<file path="src/rtl/tmr_pkg.sv">
package tmr_pkg;
  localparam logic [3:0] OFS_START = 4'h0;
  localparam logic [3:0] OFS_CTRL  = 4'h4;
  localparam logic [3:0] OFS_COUNT = 4'h8;
  localparam logic [3:0] OFS_STAT  = 4'hC;

  localparam int BIT_RUN = 24;
  localparam int BIT_IEN = 25;
  localparam int BIT_TEN = 26;
  localparam int BIT_TE  = 24;
  localparam int BIT_BE  = 25;

  typedef struct packed {
    logic ten;
    logic ien;
    logic run;
  } ctrl_t;
endpackage

</file>
<file path="src/rtl/tmr_regfile.sv">
module tmr_regfile
  import tmr_pkg::*;
#(
  parameter int DATA_W = 32,
  parameter int ADDR_W = 4,
  parameter int CNT_W  = 32
) (
  input  logic              clk,
  input  logic              rst_n,
  input  logic [ADDR_W-1:0] addr,
  input  logic              we,
  input  logic [DATA_W-1:0] wdata,
  output logic [CNT_W-1:0]  start_q,
  output ctrl_t             ctrl_q,
  output logic              start_wr,
  output logic              te_clr,
  output logic              be_clr
);
  logic ctrl_wr;
  logic stat_wr;
  logic unused_wdata;

  assign start_wr = we && (addr == ADDR_W'(OFS_START));
  assign ctrl_wr  = we && (addr == ADDR_W'(OFS_CTRL));
  assign stat_wr  = we && (addr == ADDR_W'(OFS_STAT));
  assign te_clr   = stat_wr && wdata[BIT_TE];
  assign be_clr   = stat_wr && wdata[BIT_BE];
  assign unused_wdata = ^wdata;

  always_ff @(posedge clk or negedge rst_n) begin
    if (!rst_n) begin
      start_q <= '0;
      ctrl_q  <= '0;
    end else begin
      if (start_wr) start_q <= wdata[CNT_W-1:0];
      if (ctrl_wr) begin
        ctrl_q.run <= wdata[BIT_RUN];
        ctrl_q.ien <= wdata[BIT_IEN];
        ctrl_q.ten <= wdata[BIT_TEN];
      end
    end
  end
endmodule

</file>
<file path="src/rtl/tmr_counter.sv">
module tmr_counter #(
  parameter int CNT_W = 32
) (
  input  logic             clk,
  input  logic             rst_n,
  input  logic             enable,
  input  logic             load,
  input  logic [CNT_W-1:0] load_val,
  input  logic [CNT_W-1:0] start_q,
  output logic [CNT_W-1:0] cnt_q,
  output logic             expire
);
  function automatic logic at_terminal(input logic [CNT_W-1:0] cur);
    return cur == '0;
  endfunction

  function automatic logic [CNT_W-1:0] count_next(input logic [CNT_W-1:0] cur,
                                                  input logic [CNT_W-1:0] rld);
    return at_terminal(cur) ? rld : cur - CNT_W'(1);
  endfunction

  assign expire = enable && !load && at_terminal(cnt_q);

  always_ff @(posedge clk or negedge rst_n) begin
    if (!rst_n)       cnt_q <= '0;
    else if (load)    cnt_q <= load_val;
    else if (enable)  cnt_q <= count_next(cnt_q, start_q);
  end
endmodule

</file>
<file path="src/rtl/tmr_status.sv">
module tmr_status (
  input  logic clk,
  input  logic rst_n,
  input  logic expire,
  input  logic be_set,
  input  logic te_clr,
  input  logic be_clr,
  output logic te_q,
  output logic be_q
);
  always_ff @(posedge clk or negedge rst_n) begin
    if (!rst_n) begin
      te_q <= 1'b0;
      be_q <= 1'b0;
    end else begin
      if (expire)      te_q <= 1'b1;
      else if (te_clr) te_q <= 1'b0;
      if (be_set)      be_q <= 1'b1;
      else if (be_clr) be_q <= 1'b0;
    end
  end
endmodule

</file>
<file path="src/rtl/period_dncount_timer.sv">
module period_dncount_timer
  import tmr_pkg::*;
#(
  parameter int DATA_W = 32,
  parameter int ADDR_W = 4,
  parameter int CNT_W  = 32
) (
  input  logic              clk,
  input  logic              rst_n,
  input  logic [ADDR_W-1:0] bus_addr,
  input  logic              bus_we,
  input  logic [DATA_W-1:0] bus_wdata,
  output logic [DATA_W-1:0] bus_rdata,
  output logic              irq_o
);
  ctrl_t            ctrl_q;
  logic [CNT_W-1:0] start_q;
  logic [CNT_W-1:0] cnt_q;
  logic             start_wr;
  logic             te_clr;
  logic             be_clr;
  logic             counting;
  logic             expire;
  logic             be_set;
  logic             te_q;
  logic             be_q;

  tmr_regfile #(.DATA_W(DATA_W), .ADDR_W(ADDR_W), .CNT_W(CNT_W)) u_regs (
    .clk(clk), .rst_n(rst_n), .addr(bus_addr), .we(bus_we), .wdata(bus_wdata),
    .start_q(start_q), .ctrl_q(ctrl_q), .start_wr(start_wr),
    .te_clr(te_clr), .be_clr(be_clr)
  );

  assign counting = ctrl_q.run && ctrl_q.ten;
  assign be_set   = start_wr && counting;

  tmr_counter #(.CNT_W(CNT_W)) u_cnt (
    .clk(clk), .rst_n(rst_n), .enable(counting), .load(start_wr),
    .load_val(bus_wdata[CNT_W-1:0]), .start_q(start_q),
    .cnt_q(cnt_q), .expire(expire)
  );

  tmr_status u_sts (
    .clk(clk), .rst_n(rst_n), .expire(expire), .be_set(be_set),
    .te_clr(te_clr), .be_clr(be_clr), .te_q(te_q), .be_q(be_q)
  );

  assign irq_o = te_q && ctrl_q.ien;

  always_comb begin
    bus_rdata = '0;
    case (bus_addr)
      ADDR_W'(OFS_START): bus_rdata = DATA_W'(start_q);
      ADDR_W'(OFS_COUNT): bus_rdata = DATA_W'(cnt_q);
      ADDR_W'(OFS_CTRL): begin
        bus_rdata[BIT_RUN] = ctrl_q.run;
        bus_rdata[BIT_IEN] = ctrl_q.ien;
        bus_rdata[BIT_TEN] = ctrl_q.ten;
      end
      ADDR_W'(OFS_STAT): begin
        bus_rdata[BIT_TE] = te_q;
        bus_rdata[BIT_BE] = be_q;
      end
      default: bus_rdata = '0;
    endcase
  end
endmodule

</file>
<file path="config.mk">
export PLATFORM = sky130hd
export DESIGN_NAME = period_dncount_timer
export DESIGN_NICKNAME = d
export VERILOG_FILES = /design/src/rtl/tmr_pkg.sv /design/src/rtl/tmr_regfile.sv /design/src/rtl/tmr_counter.sv /design/src/rtl/tmr_status.sv /design/src/rtl/period_dncount_timer.sv
export SDC_FILE = /design/constraint.sdc
export NUM_CORES = 1
export LEC_CHECK = 0
export BUFFER_PORTS_ARGS = -buffer_cell sky130_fd_sc_hd__buf_2
export CORE_MARGIN = 1.5
export CORE_UTILIZATION = 50
export CTS_CLUSTER_DIAMETER = 40
export DETAILED_ROUTE_END_ITERATION = 7
export GPL_TIMING_DRIVEN = 0
export HOLD_SLACK_MARGIN = 0.08
export PLACE_DENSITY = 0.72
export SLEW_MARGIN = 25
export SYNTH_ARGS = -nofsm -noshare
export SYNTH_HDL_FRONTEND = slang
export SYNTH_HIERARCHICAL = 1
export SYNTH_SLANG_ARGS = --single-unit
</file>
<file path="constraint.sdc">
create_clock -name clk -period 4.9 [get_ports clk]
set_input_delay 0.245 -clock clk [delete_from_list [all_inputs] [get_ports clk]]
set_output_delay 0.245 -clock clk [all_outputs]
set_load 0.03 [all_outputs]
</file>
==> flow_summary.toml <==
[synth]
syn-mean-instance-area_um2 = 10.17
ys_async_sr_fraction_pct = 100.0
syn_area_um2 = 4517
yosysWarnings = 6
yosysTopAreaCell = "dfrtp_1"
synth_seq_area_share_pct = 38.23
syn_inst = 444
synth_edf_count = 0
synth_area_leaders = "dfrtp_1, mux2_4, a22o_1, nor3b_1, a21oi_1"
ys_ff_latch = 69
syn-num-nets = 485
yosysUniqueCellTypes = 61
synth_top_area_share_pct = 38.23
synthFlopType = "dfrtp_1"

[placement]
hpwl_mm = 9.337
portBuffers = 71
gp_congestion = 0.9367
dpl_cell_area_um2 = 5037
dp_cells = 624

[clock_network]
cts_resized = 0
htree_levels = 3
post_cts_buffers = 0
cts_max_path_buffers = 2
clk_pin_slew_worst_paths_ps = 90
cts_sinks = 69
ctsRootBufferMaster = "clkbuf_8"
cts_buffers = 9
cts_tree = "done"
clock_latency_ps = 370

[die]
die_w_um = 98.05
initial_core_util_pct = 51.79
die_h_um = 98.05
rows = 34
io_pins = 72
coreArea_um2 = 8721
design.die.area_um2 = 9613

[timing]
post-route-period-util_pct = 56.83
hold_viol = 0
setup_violations = 0
tightest_slew_ps = 1011
setup_tns_ps = 0
slew_viol_final = 0
maxClockFrequency_mhz = 359.1
fin_crit_ps = 2785
slew-limit-headroom_pct = 31.98
rsz0062_at_grt = "no"
worst_clock_skew_ps = 13.38

[worst_setup_path]
required_ps = 5130
path_class = "reg -> reg"
r2r-start = "u_cnt/cnt_q[2]"
ff2ff_setup_slack_ps = 2120
reg2reg_depth = 6
end_kind = "flop"
cp_max_fo = 8
r2r-end = "u_cnt/cnt_q[17]"
crit_start = "u_cnt/cnt_q[2]"
worstPathArrival_ps = 3020
critPathLaunchType = "flop"

[drt]
wl_per_cell_um = 21.39
drt_pass1_iterations = 5
vias = 4131
drtAntennaViolNets = 0
finalWirelength_mm = 13.71
drc = 0
vias_per_cell = 6.445
first_iter_violations = 330

[finish]
fin_util_pct = 60.62
final_common_cell = "buf_2"
multi_input_area_um2 = 2520
design_area_um2 = 5286
fin_nets = 569
drive_gt1_share_pct = 29.08
layout_common_cells = "buf_2, dfrtp_1, a21oi_1"
final_cells = 641
n_antenna_cell = 0
area_delta_synth_final_pct = 17.04
seq_area_um2 = 1727
fill_cells = 782

[grt]
grt_pass1_vias = 4037
grt_use_total_pct = 28.96
antenna_found_initial = 0
gr-total-overflow = 0
grt_pass1_wl_mm = 21.62
grt_max_degree = 48

[worst_hold_path]
hold_depth = 2
min_from = "bus_wdata[29]"
min_path_type = "in -> reg"
hold_path_end = "u_cnt/cnt_q[29]"

[run_status]
outcome = "complete, no violations"

[power]
power_mw = 2.544
leakage_nw = 2.316
ir_drop_v = 0.0002116
power_density_nw_per_um2 = 481.2

[job]
cap_violations = 0
-- cells by family after synthesis --
| kind of cell | count (synthesis) | synth area share (%) |
|---|---|---|
| buffers and inverters | 45 | 5.983 |
| AND/OR/NAND/NOR | 131 | 18.53 |
| flip-flops | 69 | 38.23 |
| adder cells (fa/ha/maj) | 2 | 0.5539 |
| XOR/XNOR | 15 | 2.909 |
| AO/OA/AOI/OAI | 141 | 20.78 |
| multiplexers | 41 | 13.02 |
-- worst max path at each step --
stage,cells after the start,slack [ps],to
final,6,2120,u_cnt/cnt_q[17]
after global routing,6,2020,u_cnt/cnt_q[25]
after CTS,6,2240,u_cnt/cnt_q[17]
after detailed placement,6,2290,u_cnt/cnt_q[17]
after global placement,6,2330,u_cnt/cnt_q[17]
after floorplan,8,2890,u_cnt/cnt_q[21]
-- layer usage --
layer | track usage (%) | part of all wire, % | up-vias
li1 | - | - | 1860
met1 | 38.99 | 43 | 2037
met2 | 46.58 | 47 | 206
met3 | 6.156 | 7.3 | 28
met4 | 9.780 | 2.2 | 0
met5 | 0 | 0 | -
-- metrics by stage --
stage / setup slack (ps) / hold slack (ps)
after floorplan: 2887 / -50.59
after global placement: 2330 / 463.6
after detailed placement: 2290 / 171.5
after CTS: 2242 / 98.86
after global routing: 2017 / 105.4
final: 2115 / 107.2
-- cell usage after synthesis (3+ instances only) --
cell and instances:
dfrtp_1 69, a21oi_1 35, o21ai_0 31, a22o_1 29, mux2_4 29, nor3b_1 27
nor2_1 19, clkbuf_1 17, nor3_1 16, nor4_1 10, buf_2 9, o21ai_1 9
xnor2_1 9, nand2_1 8, or4_1 8, inv_1 6, mux2_2 6, nand3_1 6
o31a_1 6, or3_1 6, xor2_1 6, and3_1 4, buf_6 4, mux2i_1 4
nand4_1 4, nor2b_1 4, o211ai_1 4, o221ai_1 4, o22ai_1 4, buf_1 3
buf_12 3, buf_4 3, o41ai_1 3
-- sequential cells by signal, summed over array words and instances, names as in the netlist --
signal / flops
u_sts/be_q: 1
u_regs/start_q: 32
u_cnt/cnt_q: 32
u_sts/te_q: 1
u_regs/ctrl_q: 3
-- critical path, cell delays in order (launching register included) --
cell	delay, ps
dfrtp_1	380
clkbuf_1	190
nor4_1	860
nand3_1	490
o31a_1	370
nor3_1	240
o21ai_1	120
-- where the power goes --
| group | total, mW | switching, mW | internal [mW] |
|---|---|---|---|
| clock network | 0.579 | 0.241 | 0.338 |
| registers | 0.985 | 0.236 | 0.749 |
| logic | 0.980 | 0.527 | 0.453 |
-- repair_timing --
item | CTS | global route
endpoints found under the setup margin | 0 | 0
hold buffers | 1 | 0
hold endpoints to repair | 22 | 0
-- area by class of cell --
class,instances,area share [%]
sequential,69,32.66
tap,108,2.556
inverter,6,0.4260
multi-input combinational,330,47.67
clock inverter,6,2.107
buffer,39,4.686
clock buffer,10,2.414
timing repair buffer,73,7.479
(Power assumes the default switching activity.)
